==> src/rtl/sar_pkg.sv <==
package sar_pkg;
  typedef enum logic [1:0] {
    ST_IDLE = 2'd0,
    ST_ARM  = 2'd1,
    ST_RUN  = 2'd2,
    ST_TAIL = 2'd3
  } sar_state_t;
endpackage

==> src/rtl/sar_seq.sv <==
module sar_seq import sar_pkg::*; #(
  parameter int WIDTH      = 10,
  parameter int SHORT_BITS = 8
) (
  input  logic             clk_i,
  input  logic             rst_ni,
  input  logic             start_i,
  input  logic             comp_i,
  input  logic             full_res_i,
  output logic [WIDTH-1:0] trial_o,
  output logic             done_o,
  output logic             decide_o
);
  localparam int IDX_W     = $clog2(WIDTH);
  localparam int SHORT_END = WIDTH - SHORT_BITS;

  sar_state_t       state_q;
  logic [IDX_W-1:0] idx_q;
  logic [WIDTH-1:0] trial_q, trial_d;
  logic             done_q, full_q;
  logic [IDX_W-1:0] last_idx;

  assign last_idx = full_q ? '0 : IDX_W'(SHORT_END);
  assign decide_o = (state_q == ST_RUN) && !start_i;

  always_comb begin
    trial_d = trial_q;
    for (int i = 0; i < WIDTH; i++) begin
      if (i == int'(idx_q)) begin
        if (comp_i) trial_d[i] = 1'b0;
      end else if (i + 1 == int'(idx_q)) begin
        trial_d[i] = 1'b1;
      end
    end
  end

  always_ff @(posedge clk_i or negedge rst_ni) begin
    if (!rst_ni) begin
      state_q <= ST_IDLE;
      idx_q   <= '0;
      trial_q <= '0;
      done_q  <= 1'b1;
      full_q  <= 1'b1;
    end else if (start_i) begin
      state_q <= ST_ARM;
      idx_q   <= IDX_W'(WIDTH - 1);
      trial_q <= {1'b1, {(WIDTH-1){1'b0}}};
      done_q  <= 1'b0;
      full_q  <= full_res_i;
    end else begin
      unique case (state_q)
        ST_ARM: state_q <= ST_RUN;
        ST_RUN: begin
          trial_q <= trial_d;
          if (idx_q == last_idx) state_q <= ST_TAIL;
          else                   idx_q   <= idx_q - 1'b1;
        end
        ST_TAIL: begin
          state_q <= ST_IDLE;
          done_q  <= 1'b1;
        end
        default: ;
      endcase
    end
  end

  assign trial_o = trial_q;
  assign done_o  = done_q;

  a_r2_load: assert property (@(posedge clk_i) disable iff (!rst_ni)
    start_i |=> (trial_q == {1'b1, {(WIDTH-1){1'b0}}}) && !done_q);
  // a comparator 1 at a decision clears the bit under test
  a_r4_clear: assert property (@(posedge clk_i) disable iff (!rst_ni)
    (decide_o && comp_i) |=> !trial_q[$past(idx_q)]);
  a_r6_short_tail: assert property (@(posedge clk_i) disable iff (!rst_ni)
    ($rose(done_q) && !full_q) |-> (trial_q[SHORT_END-1:0] == {1'b1, {(SHORT_END-1){1'b0}}}));
  a_r11_hold: assert property (@(posedge clk_i) disable iff (!rst_ni)
    (done_q && !start_i) |=> $stable(trial_q));
endmodule

==> src/rtl/sar_serial.sv <==
module sar_serial (
  input  logic clk_i,
  input  logic rst_ni,
  input  logic start_i,
  input  logic decide_i,
  input  logic comp_i,
  input  logic done_i,
  output logic ser_o,
  output logic ser_oe_o,
  output logic sync_o
);
  logic ser_q, oe_q;

  always_ff @(posedge clk_i or negedge rst_ni) begin
    if (!rst_ni) begin
      ser_q <= 1'b0;
      oe_q  <= 1'b0;
    end else if (start_i) begin
      oe_q  <= 1'b0;
    end else begin
      oe_q  <= decide_i;
      if (decide_i) ser_q <= ~comp_i;
    end
  end

  assign ser_o    = ser_q & oe_q;
  assign ser_oe_o = oe_q;
  // rises at the falling clock edge, i.e. mid-bit
  assign sync_o   = oe_q & ~clk_i;

  a_r8_quiet_when_done: assert property (@(posedge clk_i) disable iff (!rst_ni)
    done_i |-> !oe_q);
endmodule

==> src/rtl/sar_readout.sv <==
module sar_readout #(
  parameter int WIDTH   = 10,
  parameter int LO_BITS = 8
) (
  input  logic [WIDTH-1:0] code_i,
  input  logic             done_i,
  input  logic             hi_en_i,
  input  logic             lo_en_i,
  input  logic             stat_en_i,
  output logic [WIDTH-1:0] rd_data_o,
  output logic             rd_hi_oe_o,
  output logic             rd_lo_oe_o,
  output logic             done_o,
  output logic             done_oe_o
);
  localparam int HI_BITS = WIDTH - LO_BITS;

  assign rd_data_o[WIDTH-1:LO_BITS] = hi_en_i ? code_i[WIDTH-1:LO_BITS] : {HI_BITS{1'b0}};
  assign rd_data_o[LO_BITS-1:0]     = lo_en_i ? code_i[LO_BITS-1:0]     : {LO_BITS{1'b0}};
  assign rd_hi_oe_o = hi_en_i;
  assign rd_lo_oe_o = lo_en_i;
  assign done_o     = done_i & stat_en_i;
  assign done_oe_o  = stat_en_i;
endmodule

==> src/rtl/sar_conv_ctrl.sv <==
module sar_conv_ctrl #(
  parameter int WIDTH      = 10,
  parameter int SHORT_BITS = 8,
  parameter int LO_BITS    = 8
) (
  input  logic             clk_i,
  input  logic             rst_ni,
  input  logic             start_i,
  input  logic             comp_i,
  input  logic             full_res_i,
  input  logic             hi_en_i,
  input  logic             lo_en_i,
  input  logic             stat_en_i,
  output logic [WIDTH-1:0] trial_o,
  output logic [WIDTH-1:0] rd_data_o,
  output logic             rd_hi_oe_o,
  output logic             rd_lo_oe_o,
  output logic             done_o,
  output logic             done_oe_o,
  output logic             ser_o,
  output logic             ser_oe_o,
  output logic             sync_o
);
  logic done_raw, decide;

  sar_seq #(.WIDTH(WIDTH), .SHORT_BITS(SHORT_BITS)) u_seq (
    .clk_i(clk_i), .rst_ni(rst_ni), .start_i(start_i), .comp_i(comp_i),
    .full_res_i(full_res_i), .trial_o(trial_o), .done_o(done_raw), .decide_o(decide)
  );

  sar_serial u_serial (
    .clk_i(clk_i), .rst_ni(rst_ni), .start_i(start_i), .decide_i(decide),
    .comp_i(comp_i), .done_i(done_raw), .ser_o(ser_o), .ser_oe_o(ser_oe_o), .sync_o(sync_o)
  );

  sar_readout #(.WIDTH(WIDTH), .LO_BITS(LO_BITS)) u_rd (
    .code_i(trial_o), .done_i(done_raw), .hi_en_i(hi_en_i), .lo_en_i(lo_en_i),
    .stat_en_i(stat_en_i), .rd_data_o(rd_data_o), .rd_hi_oe_o(rd_hi_oe_o),
    .rd_lo_oe_o(rd_lo_oe_o), .done_o(done_o), .done_oe_o(done_oe_o)
  );

  a_r7_done_after_decide: assert property (@(posedge clk_i) disable iff (!rst_ni)
    $rose(done_raw) |-> $past(ser_oe_o) && !$past(start_i));
endmodule

==> config.mk <==
export PLATFORM = sky130hd
export DESIGN_NAME = sar_conv_ctrl
export DESIGN_NICKNAME = d
export VERILOG_FILES = /design/src/rtl/sar_pkg.sv /design/src/rtl/sar_seq.sv /design/src/rtl/sar_serial.sv /design/src/rtl/sar_readout.sv /design/src/rtl/sar_conv_ctrl.sv
export SDC_FILE = /design/constraint.sdc
export NUM_CORES = 1
export LEC_CHECK = 0
export ABC_AREA = 0
export BUFFER_PORTS_ARGS = -buffer_cell sky130_fd_sc_hd__buf_4
export CORE_MARGIN = 10
export CORE_UTILIZATION = 35
export DETAILED_ROUTE_END_ITERATION = 8
export PLACE_DENSITY = 0.54
export SETUP_SLACK_MARGIN = 0.05
export SYNTH_ARGS = -nofsm -noshare
export SYNTH_HDL_FRONTEND = slang
export SYNTH_SLANG_ARGS = --single-unit
==> constraint.sdc <==
create_clock -name clk_i -period 1.81 [get_ports clk_i]
set_input_delay 0.362 -clock clk_i [delete_from_list [all_inputs] [get_ports clk_i]]
set_output_delay 0.362 -clock clk_i [all_outputs]
set_load 0.05 [all_outputs]
---- Word level (Yosys, flattened, before mapping) ----
Cells that the tools add are included.
operators by class
  add/subtract/negate cells ............... 1
  equality and inequality tests ........... 26
  muxes and demuxes ....................... 35
  bitwise operators ....................... 6
  reduce and logical (&&, ||, !) cells .... 29
operator list
  cell                 count
  $ne 3x3->1 const B   11
  $reduce_and 3->1     10
  $reduce_bool 3->1    10
  $eq 4x4->1 const A   7
  $mux 1               24
  $mux 10              2
  $mux 4               3
  $eq 3x4->1 const A   2
  $mux 2               4
  $mux 8               1
  $pmux 2 s3           1
  $reduce_and 2->1     3
  $eq 2x2->1 const B   2
  $eq 2x4->1 const A   1
  $eq 4x4->1           1
  $logic_not 4->1      1
  $reduce_bool 2->1    2
  $reduce_bool 4->1    1
  $sub 4x1->4 const B  1
  $and 1x1->1          3
  $not 1->1            3
  $eq 2x1->1 const B   1
  $ne 2x2->1 const B   1
  $logic_and 1x1->1    1
  $logic_not 1->1      1
storage, ports and cells
  register bits after elaboration ......... 20
  input bits .............................. 8
  output and inout bits ................... 27
  logic and storage cells ................. 113

---- Longest topological paths before layout ----
  depth after elaboration ................. 5
  depth in mapped cells ................... 7
  mapped depth without buffers ............ 6

---- Cells and area by module ----
Synthesis repeated with hierarchy kept, for this count alone.
unflattened totals
  cells, all modules ...................... 122
  area total of the unflattened synthesis .. 1,247.4 µm²
modules (own cells, without submodules)
  module       times used  cells each  area each (µm²)  sequential area each (µm²)
  sar_seq      1           101         1,066.0          452.9
  sar_readout  1           14          91.3             0.0
  sar_serial   1           7           90.1             50.0

==> impl.org <==
** GRT
- Number of global-route vias before repair :: 1148
- The initial antenna violation count was 0.
- Total global routing overflow :: 0
- Largest net degree at the start of global routing :: 21
- Wire length of the first global-routing pass :: 5460 um
- Across every metal layer, demand over resource in global routing totals 10.7%.

** Synth
- In the synthesized netlist the dominant register cell turns out to be sky130_fd_sc_hd__dfrtp_1.
- Yosys warning total :: 0
- Synthesis inferred 20 register bits.
- In the synthesized netlist the async set-or-reset flop fraction comes to 100%.
- Portion of synthesized cell area occupied by the leading cell type :: 36.8%
- The cell count after synthesis came out at roughly 130.
- Yosys mapped a number of flops with a built-in enable equal to 0.
- The number of nets in the synthesized netlist is ~140.
- Mapped Area :: 0.00122 mm^2
- Xor-xnor portion of the synthesized cell area :: 1.33%
- The portion of synthesized area spent on multiplexers is under 10%.
- Synthesis instantiated 34 different standard cells from the library.
- Dominant cell by count in the synthesized netlist :: sky130_fd_sc_hd__dfrtp_1
- Adder and majority cell fraction of the synthesized area :: between 8 and 9%
- A synthesized cell averages around 9.6 um^2.
- Most frequent cells after synthesis :: 18 x sky130_fd_sc_hd__dfrtp_1, 12 x sky130_fd_sc_hd__and2_1, 11 x sky130_fd_sc_hd__a21oi_1, 11 x sky130_fd_sc_hd__nor2_1, 9 x sky130_fd_sc_hd__inv_1
- The synthesized netlist devotes 18.2% of its cell area to simple gates.
- After synthesis, the largest family of logic cells by area is compound AO/OA/AOI/OAI gates.
- The share of the Yosys chip area taken by registers is 41.1%.
- Synth area leaders :: sky130_fd_sc_hd__dfrtp_1 37%, sky130_fd_sc_hd__ha_1 8.2%, sky130_fd_sc_hd__and2_1 6.1%
- Summing the areas of all compound-gate instances in the mapped netlist gives 22.1% of the synthesized area.
- sky130_fd_sc_hd__dfrtp_1 takes more of the synthesized area than any other cell.

** Die
- In this run the vertical extent of the chip is 79.2 um.
- Die boundary width :: 79.2 um
- In this run the core area contains 21 standard-cell rows.
- The initial utilization of the core area, before any placement, comes to 36.4%.
- Core area :: 0.00336 mm^2
- Die area :: 0.00627 mm^2
- In this run the count of I/O pins placed on the die edge is 35.

** Route
- In the final routed layout, each cell accounts on average for between 10 and 15 um.
- Number of design-rule violations left by the first detailed-router iteration :: 90
- For this block, the via count after detailed routing is between 1000 and 1500.
- First drt pass iteration count :: 4
- Post-detailed-route DRC marker count :: 0
- Using the TritonRoute via totals, the vias-per-cell ratio works out to 5.09.
- Remaining antenna violation count :: 0
- After detailed routing, the total wire length is 3110 um.

** Timing
- Measured against its own limit, the worst slew margin works out to 68.1%.
- Final count of hold timing violations :: 0
- Number of pins exceeding their max-slew limit in the final report :: 0
- Setup violations remaining at the end of the flow were counted as 0.
- Slew of the pin with the lowest slew margin :: 0.479 ns
- Final worst slack :: 0.156 ns
- In the final timing run, aggregate negative setup slack is 0 ns.
- Setup repair after global routing missed its margin :: no
- Clock skew after layout :: around 0.0046 ns

** Critical path
- Delay-heaviest family, CP :: buffers and inverters
- The worst setup path is captured at a primary output.
- Of all nets on the critical path, the largest fanout is 2.
- Longest individual stage delay on the worst path :: roughly 0.16 ns
- Type of the setup path with the least slack :: clk -> out
- Data on the critical path arrives at its endpoint at around 1.3 ns.
- The worst setup path is launched from a clock port.
- Worst Path Buf+Inv :: 2
- For the worst setup path, the data required time is about 1.5 ns.
- The slowest stage of the critical path belongs to the cell sky130_fd_sc_hd__buf_6.
- Chain of cells forming the critical path :: clkbuf_4, nor2b_2, buf_6

** Clock tree
- Skew-Pair Late Insertion Delay :: 0.42 ns
- After clock tree synthesis, the clock-pin slew on the worst setup and hold paths is 0.11 ns.
- TritonCTS built the clock tree.
- The number of setup buffers added after CTS is 0.

** Placement
- Worst slack, placed :: roughly 0.22 ns
- Count of buffers from port buffering :: 34
- After detailed placement, the total cell area comes to 0.00151 mm^2.
- Routability Congestion :: 0.789
- Detailed placement ended at an HPWL of 2370 um.

** Pwr
- The analysis attributes to cell leakage a power of 0.000751 uW.
- Across the VDD grid, the largest voltage drop is 529 uV.
- The design draws 1890 uW.
- Dividing total power by cell area gives a power density of roughly 1200 mW/mm^2.

** Run status
- Result of the run :: completed

** Layout
- Fraction of layout instances using a drive strength above 1 :: about a third
- The number of antenna diodes in the final layout is 0.
- From synthesis to final layout, the design area changed by 28.4%.
- With fillers left out, the area of the finished cells amounts to roughly 0.0016 mm^2.
- Fill count :: 362
- At the end of the flow, the number of nets in the layout was 181.

** Flow run
- The tool flagged a number of max-cap violations equal to 0.

** Worst hold path
- The worst hold path belongs to the class in -> reg.
## through the flow
stage          hold WS (ns)  instances  util, %
2_1_floorplan        0.0664        128        -
3_3_place_gp          0.261        203     44.8
3_5_place_dp          0.263        203     44.8
4_1_cts               0.159        210     46.7
5_1_grt               0.142        210     46.8
6_report              0.155        210     46.8
## per-layer routing
metal | part of all wire (%) | vias up | track usage (%)
li1 | - | 521 | -
met1 | 44 | 512 | 12.1
met2 | 48 | 28 | 17.0
met3 | 6.3 | 7 | 4.17
met4 | 1.9 | 0 | 5.73
met5 | 0 | - | 0
## worst register-to-register path, delay by kind of cell (launching register included)
kind | cells | cell delay, ns
fa+ha+maj | 1 | 0.22
compound gates | 3 | 0.58
flops | 1 | 0.37
buf+inv | 2 | 0.25
simple gates | 1 | 0.07
## flip-flops by register name (all words and copies together) (netlist names)
name               count
u_seq.state_q          2
u_serial.ser_oe_o      1
u_seq.done_o           1
u_seq.idx_q            4
u_seq.trial_o         10
u_seq.full_q           1
u_serial.ser_q         1
## worst paths after layout
path	from	end	slack (ns)	depth (start not counted)
setup / recovery	clk_i	sync_o	0.16	3
setup reg to reg	u_seq.state_q[0]	u_seq.state_q[0]	0.23	7
max in group asynchronous	rst_ni	u_seq.full_q	1.17	2
hold / removal	comp_i	u_serial.ser_q	0.15	2
min in group asynchronous	rst_ni	u_serial.ser_q	0.36	2
hold reg to reg	u_seq.done_o	u_seq.done_o	0.50	2
## cells in the final DEF (no fill, tap or decap), types with 2 or more instances in the layout
cell,instances
sky130_fd_sc_hd__nand2_1,6
sky130_fd_sc_hd__o21ai_0,3
sky130_fd_sc_hd__or3_1,2
sky130_fd_sc_hd__and2_1,12
sky130_fd_sc_hd__nor2_1,11
sky130_fd_sc_hd__nand2b_1,3
sky130_fd_sc_hd__a21oi_1,11
sky130_fd_sc_hd__dfrtp_1,18
sky130_fd_sc_hd__and3_1,2
sky130_fd_sc_hd__inv_1,9
sky130_fd_sc_hd__o21bai_1,3
sky130_fd_sc_hd__nand3_1,3
sky130_fd_sc_hd__a211oi_1,3
sky130_fd_sc_hd__o31ai_1,2
sky130_fd_sc_hd__a2bb2oi_1,3
sky130_fd_sc_hd__clkbuf_4,5
sky130_fd_sc_hd__nor2b_2,2
sky130_fd_sc_hd__dfstp_2,2
sky130_fd_sc_hd__ha_1,8
sky130_fd_sc_hd__buf_4,36
sky130_fd_sc_hd__a31oi_1,6
## layout make-up
| cell class | instances | area, um^2 | area share, % |
|---|---|---|---|
| multi-input cells | 91 | 636 | 40.4 |
| flip-flops and latches | 20 | 503 | 32.0 |
| repair buffers | 37 | 280 | 17.8 |
| clock buffers | 7 | 62.6 | 3.98 |
| well taps | 46 | 57.6 | 3.66 |
| inverters | 9 | 33.8 | 2.15 |
## repair_timing
action,4_1_cts,5_1_grt
hold buffers,1,0
gates resized for setup,1,1
endpoints found under the setup margin,1,3
endpoints found under the hold margin,18,0
## cells by family (layout without fill, tap and decap cells)
family / Yosys count / count (layout)
simple gates: 43 / 43
compound gates: 37 / 37
flops: 20 / 20
buf+inv: 17 / 53
fa+ha+maj: 8 / 8
mux: 2 / 2
xor+xnor: 1 / 1
## report_power, final
part / leakage [uW] / switching, uW / total [uW] / internal (uW)
Combinational: 0.000465 / 568 / 910 / 342
Sequential: 0.000248 / 89.0 / 634 / 545
Clock: 0.0000386 / 172 / 351 / 179
(Power assumes the default switching activity.)
